## src/rtl/rnd_pack_acc_pkg.sv

```systemverilog
package rnd_pack_acc_pkg;
  typedef struct packed {
    logic ovf;
    logic adv;
  } rac_flags_t;
endpackage

```

## src/rtl/rac_acc_select.sv

```systemverilog
module rac_acc_select #(
  parameter int W = 32
) (
  input  logic         pk_mode,
  input  logic [W-1:0] acc_lo,
  input  logic [W-1:0] acc_hi,
  output logic [W-1:0] lane0_acc,
  output logic [W-1:0] lane1_acc
);
  localparam int HW = W / 2;

  always_comb begin
    if (pk_mode) begin
      lane0_acc = {acc_lo[HW-1:0], {HW{1'b0}}};
      lane1_acc = {acc_lo[W-1:HW], {HW{1'b0}}};
    end else begin
      lane0_acc = acc_lo;
      lane1_acc = acc_hi;
    end
  end
endmodule

```

## src/rtl/rac_lane.sv

```systemverilog
module rac_lane #(
  parameter int W = 32
) (
  input  logic         sat_en,
  input  logic [W-1:0] acc,
  input  logic [W-1:0] prod,
  output logic [W-1:0] lane_res,
  output logic         lane_ovf,
  output logic         lane_adv
);
  localparam int EW = W + 2;
  localparam int HW = W / 2;
  localparam logic [EW-1:0] RND = EW'(1) << (HW - 1);
  localparam logic [W-1:0] MAXV = {1'b0, {(W-1){1'b1}}};
  localparam logic [W-1:0] MINV = {1'b1, {(W-1){1'b0}}};

  logic [EW-1:0] sum;
  logic [2:0]    top3;

  assign sum  = {{2{acc[W-1]}}, acc} + {{2{prod[W-1]}}, prod} + RND;
  assign top3 = sum[EW-1:W-1];

  always_comb begin
    lane_ovf = !((top3 == 3'b000) || (top3 == 3'b111));
    lane_adv = sum[W-1] ^ sum[W-2];
    if (sat_en && lane_ovf)
      lane_res = sum[EW-1] ? MINV : MAXV;
    else
      lane_res = sum[W-1:0];
  end
endmodule

```

## src/rtl/rac_flag_accum.sv

```systemverilog
module rac_flag_accum
  import rnd_pack_acc_pkg::*;
(
  input  logic       clk,
  input  logic       rst,
  input  logic       upd,
  input  rac_flags_t fresh,
  output rac_flags_t sticky
);
  always_ff @(posedge clk) begin
    if (rst)
      sticky <= '0;
    else if (upd)
      sticky <= sticky | fresh;
  end
endmodule

```

## src/rtl/rnd_pack_acc.sv

```systemverilog
module rnd_pack_acc
  import rnd_pack_acc_pkg::*;
#(
  parameter int LANE_W = 32
) (
  input  logic                clk,
  input  logic                rst,
  input  logic                in_valid,
  input  logic                sat_en,
  input  logic                pk_mode,
  input  logic [2*LANE_W-1:0] prod,
  input  logic [LANE_W-1:0]   acc_lo,
  input  logic [LANE_W-1:0]   acc_hi,
  output logic                out_valid,
  output logic [LANE_W-1:0]   res,
  output logic                ovf,
  output logic                adv,
  output logic                ovf_sticky,
  output logic                adv_sticky
);
  localparam int LANES = 2;
  localparam int HW    = LANE_W / 2;

  logic [LANE_W-1:0] acc_sel [LANES];
  logic [LANE_W-1:0] lres    [LANES];
  logic [LANES-1:0]  l_ovf, l_adv;
  logic [LANE_W-1:0] pack_d;
  rac_flags_t        fresh, sticky;

  rac_acc_select #(.W(LANE_W)) u_sel (
    .pk_mode   (pk_mode),
    .acc_lo    (acc_lo),
    .acc_hi    (acc_hi),
    .lane0_acc (acc_sel[0]),
    .lane1_acc (acc_sel[1])
  );

  for (genvar i = 0; i < LANES; i++) begin : g_lane
    rac_lane #(.W(LANE_W)) u_lane (
      .sat_en   (sat_en),
      .acc      (acc_sel[i]),
      .prod     (prod[i*LANE_W +: LANE_W]),
      .lane_res (lres[i]),
      .lane_ovf (l_ovf[i]),
      .lane_adv (l_adv[i])
    );
    assign pack_d[i*HW +: HW] = lres[i][LANE_W-1 -: HW];

    AST_SAT_CLAMP: assert property (@(posedge clk) disable iff (rst)
      (in_valid && sat_en && l_ovf[i]) |=>
        (res[i*HW +: HW] == {1'b0, {(HW-1){1'b1}}} ||
         res[i*HW +: HW] == {1'b1, {(HW-1){1'b0}}}));
  end

  assign fresh.ovf = |l_ovf;
  assign fresh.adv = |l_adv;

  rac_flag_accum u_flags (
    .clk    (clk),
    .rst    (rst),
    .upd    (in_valid),
    .fresh  (fresh),
    .sticky (sticky)
  );

  always_ff @(posedge clk) begin
    if (rst) begin
      out_valid <= 1'b0;
      res       <= '0;
      ovf       <= 1'b0;
      adv       <= 1'b0;
    end else begin
      out_valid <= in_valid;
      if (in_valid) begin
        res <= pack_d;
        ovf <= fresh.ovf;
        adv <= fresh.adv;
      end
    end
  end

  assign ovf_sticky = sticky.ovf;
  assign adv_sticky = sticky.adv;

  AST_LATENCY: assert property (@(posedge clk) disable iff (rst)
    in_valid |=> out_valid);
  AST_OUT_HOLD: assert property (@(posedge clk) disable iff (rst)
    !in_valid |=> ($stable(res) && $stable(ovf) && $stable(adv) && !out_valid));
  AST_STICKY_KEEP: assert property (@(posedge clk) disable iff (rst)
    !$fell(ovf_sticky) && !$fell(adv_sticky));
  AST_STICKY_COVER: assert property (@(posedge clk) disable iff (rst)
    out_valid |-> ((!ovf || ovf_sticky) && (!adv || adv_sticky)));
endmodule

```

## config.mk

```make
export PLATFORM = sky130hd
export DESIGN_NAME = rnd_pack_acc
export DESIGN_NICKNAME = d
export VERILOG_FILES = /design/src/rtl/rnd_pack_acc_pkg.sv /design/src/rtl/rac_acc_select.sv /design/src/rtl/rac_lane.sv /design/src/rtl/rac_flag_accum.sv /design/src/rtl/rnd_pack_acc.sv
export SDC_FILE = /design/constraint.sdc
export NUM_CORES = 1
export LEC_CHECK = 0
export ABC_AREA = 1
export BUFFER_PORTS_ARGS = -buffer_cell sky130_fd_sc_hd__buf_4
export CAP_MARGIN = 20
export CORE_AREA = 5 5 107 159
export DETAILED_ROUTE_END_ITERATION = 10
export DIE_AREA = 0 0 112 164
export GPL_TIMING_DRIVEN = 0
export PLACE_DENSITY = 0.79
export SLEW_MARGIN = 5
export SYNTH_ARGS = -nofsm -noshare
export SYNTH_HDL_FRONTEND = slang
export SYNTH_HIERARCHICAL = 1
export SYNTH_SLANG_ARGS = --single-unit
export TNS_END_PERCENT = 20
```

## constraint.sdc

```tcl
create_clock -name clk -period 2.83 [get_ports clk]
set_input_delay 0.4245 -clock clk [delete_from_list [all_inputs] [get_ports clk]]
set_output_delay 0.4245 -clock clk [all_outputs]
set_load 0.01 [all_outputs]
```

Word-level counts from Yosys, hierarchy flattened
Index checks and enable logic that the tools add are counted.
{"block": "op_classes", "n_addsub": 4, "n_eq_ne": 2, "n_reduce_logical": 10, "mux": 6, "n_bitwise": 3}
{"op": "$mux W32", "n": 6}
{"op": "$add A34 B16 Y34 const B", "n": 2}
{"op": "$add A32 B32 Y33", "n": 2}
{"op": "$eq A3 B3 Y1 const B", "n": 2}
{"op": "$logic_not A3 Y1", "n": 2}
{"op": "$reduce_or A2 Y1", "n": 2}
{"op": "$logic_and A1 B1 Y1", "n": 2}
{"op": "$logic_not A1 Y1", "n": 2}
{"op": "$logic_or A1 B1 Y1", "n": 2}
{"op": "$or A2 B2 Y2", "n": 1}
{"op": "$xor A1 B1 Y1", "n": 2}
{"block": "word_totals", "out_inout_bits": 37, "reg_bits": 37, "elab_cells": 31}

Logic depth before layout (Yosys ltp)
Gate-level depths: netlist of the first run.
{"block": "logic_depth", "ltp_word": 8, "ltp_mapped": 26}

Hierarchy
Netlist of the first run, hierarchy kept.
{"module": "rac_lane (g_lane[0].u_lane)", "cells_per_inst": 524, "area_each_um2": 2939.1, "instances": 1}
{"module": "rac_lane (g_lane[1].u_lane)", "cells_per_inst": 527, "area_each_um2": 2936.6, "instances": 1}
{"module": "rnd_pack_acc", "cells_per_inst": 155, "area_each_um2": 1234.9, "instances": 1}
{"module": "rac_acc_select", "cells_per_inst": 171, "area_each_um2": 703.2, "instances": 1}
{"module": "rac_flag_accum", "cells_per_inst": 8, "area_each_um2": 65.1, "instances": 1}

Worst setup path before layout of the first run
Ideal clock, no wire load.
{"block": "synth_timing", "path_kind": "in2reg", "from": "input pk_mode", "to": "register res[30]", "arrival_ps": 2923, "n_path_buf": 3, "slack_ps": -209, "path_stages": 26, "cell_sequence": "buf_6 -> buf_6 -> nor2_1 -> ha_1 -> ha_1 -> inv_1 -> fa_1 -> inv_1 -> nand2_1 -> nand2_1 -> nand3_1 -> nand2_1 -> nand2_1 -> nand2_2 -> nand2_1 -> nand2_1 -> nand2_1 -> nand2_2 -> inv_1 -> nand3_2 -> nand3_2 -> buf_6 -> nand2_1 -> nand2_1 -> nor2_1 -> nor2_1"}
{"item": "from (decl)", "line": "rnd_pack_acc.sv:10", "rtl": "input logic pk_mode,"}
{"item": "to (signal assigned)", "line": "rnd_pack_acc.sv:75", "rtl": "res <= pack_d;"}
{"item": "to (decl)", "line": "rnd_pack_acc.sv:15", "rtl": "output logic [LANE_W-1:0] res,"}

==> flow_summary_export.csv, run 1 <==
group,metric,value,unit
timing,timing.slew.headroom,79.0,%
die,start_util,47.5,%
yosys,synth_area_per_cell,5.71,um^2
clock_network,cts_buffer_depth,2,
clock_network,path_clk_slew,0.05,ns
worst_setup_path,max_stage_delay,0.32,ns
die,coreArea,15500,um^2
timing,finalCritPeriodShare,106,%
worst_setup_path,r2r-end,"res[9]",
timing,slew_viol_final,0,
drt,via_per_inst,5.07,
worst_setup_path,worst_setup_path_end_kind,"flop",
drt,drc_errors,0,
worst_setup_path,regToRegSetupSlack,2.07,ns
die,die_w,112,um
global_route,grt-ovfl-total,0,
layout,multi_input_area,6180,um^2
layout,diodes,0,
drt,ant_nets,0,
layout,synthToLayoutAreaGrowth,31.2,%
yosys,syn_inst,1287,
job,maxCapViolCount,0,
drt,drtIter0Drc,428,
timing,setup_violations,33,
worst_setup_path,required,3.00,ns
status,violations,"setup timing",
layout,nNetsFinal,1732,
placed_design,dp_hpwl,21000,um
placed_design,post-place-cells,1659,
worst_setup_path,crit_family,"simple AND/OR/NAND/NOR gates",
clock_network,cts-root-buf,"clkbuf_16",
drt,avgRoutedWirePerCell,14.5,um
placed_design,routabilityCongestion,0.967,
timing,skew,0,ns
layout,final_cell_mix,"nand2_1, inv_1, buf_4",
layout,ff_latch_area,741,um^2
timing,worst_slack,-0.158,ns
clock_network,cts_tree,"done",
worst_setup_path,critPathBufInv,4,
clock_network,ctsHoldBuffers,0,
global_route,track_usage,26.1,%
global_route,grt_antenna_before_repair,0,
layout,fillers,1542,
layout,fin_cells,1673,
min_path,hold_start,"rst",
worst_setup_path,worst-setup-path-type,"in2reg",
worst_setup_path,cp_common_cell,"nand2_1",
global_route,grt_max_degree,12,
drt,dr.pass1.iters,7,
global_route,grt_pass1_wl,39100,um
clock_network,clock_sinks,37,
min_path,hold_class,"in2reg",
global_route,grt_pass1_vias,8567,
worst_setup_path,crit_path_max_fanout,10,
clock_network,numCtsBuffers,5,
placed_design,dp_slack,-0.757,ns
timing,min_period,2.99,ns
worst_setup_path,critical_path_arrival,3.16,ns
die,die_y,164,um
pwr,p_per_area,365,nW/um^2
die,fp.dieArea,18400,um^2
placed_design,portBuffers,169,
drt,top_layer_used,"met4",
layout,layout_commonest_cell,"nand2_1",
clock_network,clk_latency,0.27,ns
drt,num_vias,8477,
pwr,ir_worst_vdd,0.257,mV
timing,clock.fmax,335,MHz
yosys,synth_warnings,6,
die,row_count,56,
min_path,holdPathStages,2,
pwr,p_leak,0.00559,uW
yosys,netlist_area,7350,um^2
min_path,holdPathEnd,"u_flags/sticky[0]",
drt,drt-total-wl,24300,um
drt,met1_length,8400,um
status,status,"finished, violations left",
pwr,p_total,3520,uW
worst_setup_path,cp_cell_sequence,"buf_6 > clkinvlp_4 > buf_6 > nand2_1 > nand2_1 > ha_1 > ha_4 > a21oi_2 > and2_1 > nand2_1 > a21oi_2 > nand2_1 > nand2_1 > nand2_2 > nand3_2 > nand3_4 > buf_6 > nand2_1 > nand2_1 > nor2_1 > nor2_1",
timing,rsz0062_at_grt,"yes",
worst_setup_path,r2r.worst_path.cells,2,
clock_network,ctsHtreeMaxLevel,2,
yosys,syn_nets,1550,
die,pin_count,170,
drt,met2_length,13700,um
drt,dr_wl_met3,915,um
timing,hold_violations,0,
layout,drive_above_1_share,23.1,%
worst_setup_path,cp-start-kind,"input pin",
worst_setup_path,cp_slowest_cell,"ha_1",
timing,worst_pin_slew,0.313,ns
worst_setup_path,rr_startpoint,"res[9]",
-- flip-flops by register name (all words and copies together) (netlist names) --
signal and cells:
ovf 1, u_flags/sticky 2, adv 1, res 32, out_valid 1
-- per-stage QoR --
stage	instance area, um^2	setup TNS (ns)	util [%]	hold WS (ns)
after floorplan	7370	0	-	0.468
after global placement	8890	-22.68	57.4	0.438
after detailed placement	8890	-24.07	57.4	0.454
after CTS	9540	-2.86	61.6	0.336
after global routing	9650	-10.27	62.3	0.340
final	9650	-3.25	62.3	0.341
-- worst max-delay path by stage --
stage | startpoint | end | slack, ns | cells after the start
floorplan | pk_mode | res[30] | 0.02 | 26
global placement | pk_mode | res[22] | -0.70 | 23
detailed placement | pk_mode | res[29] | -0.76 | 23
CTS | pk_mode | res[13] | -0.14 | 27
global route | pk_mode | res[12] | -0.38 | 27
finish | pk_mode | res[13] | -0.16 | 21
-- layer usage --
metal,GRT usage (%),vias to the layer above
li1,-,4386
met1,24.9,3784
met2,54.7,231
met3,2.47,76
met4,11.9,0
met5,0,-
-- where the power goes --
| part | switching (uW) | internal, uW |
|---|---|---|
| Sequential | 34.2 | 587 |
| Combinational | 1380 | 1010 |
| Clock | 196 | 323 |
-- repair_timing --
item                                   in CTS  in global routing
gates resized for setup                   101                 17
gates cloned                                0                  0
pin swaps                                  11                  2
buffers inserted                            6                  0
setup endpoints to repair                  35                 35
endpoints found under the hold margin       0                  0
-- layout make-up --
type                       instances  area share (%)
buffer                            27            3.02
clock buffer                       6            1.34
clock inverter                     2           0.104
inverter                         192            7.51
multi-input combinational       1031            64.1
sequential                        37            7.68
tap                              203            2.63
timing repair buffer             175            13.7
No activity file was read; power rests on OpenSTA's default activity.
==> inputs of run 2 (changes only) <==
Settings changed: CTS_BUF_LIST set to sky130_fd_sc_hd__clkbuf_8.
==> run 2 against run 1 <==
Effect of this change: the run still ends with setup timing left; non-clock buffer count up 35; register-to-register slack better by 0.08 ns; design area grew 14%; via count is 5.8% higher; clock skew stayed put; sequential cell count did not move; clock-buffer cell count down 1; clock power decreased by 32%; final cell count grew 2.1%; largest power group unchanged; hold slack worse by 0.016 ns.
==> flow_summary_export.csv, run 2 (same netlist as run 1, synthesis figures left out) <==
group,metric,value,unit
layout,nNetsFinal,1767,
die,die_y,164,um
drt,drtIter0Drc,481,
worst_setup_path,rr_startpoint,"res[9]",
placed_design,routabilityCongestion,0.967,
global_route,grt_pass1_vias,8541,
clock_network,cts-root-buf,"clkbuf_8",
clock_network,clock_sinks,37,
timing,slew_viol_final,0,
die,die_w,112,um
drt,ant_nets,0,
placed_design,dp_slack,-0.757,ns
worst_setup_path,worst-setup-path-type,"in2reg",
layout,largest_registers,"res x32, u_flags/sticky x2",
worst_setup_path,required,3.06,ns
worst_setup_path,cp-start-kind,"input pin",
timing,setup_violations,33,
global_route,track_usage,25.9,%
global_route,grt_pass1_wl,38500,um
worst_setup_path,cp_common_cell,"nand2_1",
global_route,grt_max_degree,12,
drt,dr.pass1.iters,7,
drt,drt-total-wl,27700,um
die,start_util,47.5,%
timing,worst_pin_slew,0.435,ns
clock_network,ctsHoldBuffers,0,
layout,layout_commonest_cell,"nand2_1",
timing,skew,0,ns
drt,avgRoutedWirePerCell,16.2,um
clock_network,clk_latency,0.28,ns
worst_setup_path,critical_path_arrival,3.17,ns
global_route,grt-ovfl-total,0,
min_path,hold_class,"in2reg",
worst_setup_path,r2r-end,"res[9]",
die,fp.dieArea,18400,um^2
worst_setup_path,startpoint,"pk_mode",
timing,hold_violations,0,
layout,drive_above_1_share,35.1,%
placed_design,post_dp_cell_area,8890,um^2
clock_network,cts_tree,"done",
worst_setup_path,worst_setup_path_end_kind,"flop",
worst_setup_path,r2r.worst_path.cells,2,
clock_network,path_clk_slew,0.07,ns
worst_setup_path,cp_slowest_cell,"nor3_1",
status,violations,"setup timing",
layout,max_flop_register,"res",
status,status,"finished, violations left",
layout,largest_reg_flops,32,
timing,timing.slew.headroom,70.8,%
timing,min_period,2.94,ns
worst_setup_path,crit_family,"simple AND/OR/NAND/NOR gates",
drt,drc_errors,0,
layout,fin_cells,1708,
die,coreArea,15500,um^2
timing,worst_slack,-0.107,ns
layout,fillers,1294,
worst_setup_path,regToRegSetupSlack,2.15,ns
timing,rsz0062_at_grt,"yes",
pwr,p_leak,0.00589,uW
layout,diodes,0,
placed_design,portBuffers,169,
worst_setup_path,endpoint,"res[26]",
worst_setup_path,crit_path_max_fanout,5,
drt,via_per_inst,5.25,
job,maxCapViolCount,0,
timing,clock.fmax,340,MHz
global_route,grt_antenna_before_repair,0,
timing,finalCritPeriodShare,104,%
pwr,p_per_area,353,nW/um^2
worst_setup_path,max_stage_delay,0.35,ns
layout,synthToLayoutAreaGrowth,50.0,%
timing,setup_tns,-2.12,ns
drt,num_vias,8966,
layout,final_cell_mix,"nand2_1, buf_4, inv_1",
placed_design,post-place-cells,1659,
clock_network,numCtsBuffers,5,
clock_network,cts_buffer_depth,2,
worst_setup_path,cp_cell_sequence,"buf_12 > clkinvlp_4 > buf_4 > buf_2 > nand2_1 > nand2_1 > ha_4 > ha_4 > nand2_2 > nor2_1 > inv_1 > nor3_1 > nand3_1 > o211ai_1 > nand2_1 > nand2_1 > nand2_1 > nand2_1 > nor2_1 > nor2_1",
layout,finalInstanceArea,11000,um^2
layout,ff_latch_area,741,um^2
timing,fin_hold_ws,0.325,ns
die,row_count,56,
worst_setup_path,critPathBufInv,5,
layout,multi_input_area,7250,um^2
pwr,ir_worst_vdd,0.233,mV
die,pin_count,170,
worst_setup_path,path_depth,20,
clock_network,ctsHtreeMaxLevel,2,
placed_design,dp_hpwl,21000,um
[run 2: cell count changes in the layout (fill, tap and decap cells not counted), sizes merged]
cell    change
inv         +1
buf        +31
clkbuf      +3
[run 2: where the power goes]
group,internal [uW],switching (uW),total [uW]
sequential,586,33.2,619
combinational,1280,1650,2920
clock,167,185,352
total,2030,1860,3900
[run 2: worst min-delay path by stage]
stage / end / depth (start not counted) / startpoint / slack, ns
after CTS: u_flags/sticky[0] / 2 / rst / 0.32
after detailed placement: u_flags/sticky[1] / 2 / u_flags/sticky[1] / 0.45
after global routing: u_flags/sticky[0] / 2 / rst / 0.32
final: u_flags/sticky[0] / 2 / rst / 0.33
after global placement: u_flags/sticky[0] / 2 / u_flags/sticky[0] / 0.44
after floorplan: u_flags/sticky[0] / 2 / u_flags/sticky[0] / 0.47
[run 2: layout make-up]
class | instances | share of cell area [%]
buffer | 27 | 2.71
clock inverter | 3 | 0.125
clock buffer | 5 | 0.624
inverter | 192 | 6.57
multi-input combinational | 1031 | 65.7
tap | 203 | 2.30
timing repair buffer | 210 | 15.2
sequential | 37 | 6.72
[run 2: timing repair]
item | 4_1_cts | 5_1_grt
setup endpoints to repair | 35 | 36
setup buffers | 6 | 25
pin swaps | 10 | 99
gates cloned | 0 | 10
gates resized for setup | 94 | 244
[run 2: per-layer routing]
layer	track usage (%)	routed length, um
met5	0	0
met4	14.7	2050
met3	2.40	1100
met2	53.1	15000
met1	24.4	9520
[run 2: through the flow]
step	util, %	power [uW]
CTS	61.0	3300
global placement	57.4	2730
global route	71.2	4180
finish	71.2	3900
floorplan	-	2050
detailed placement	57.4	2750
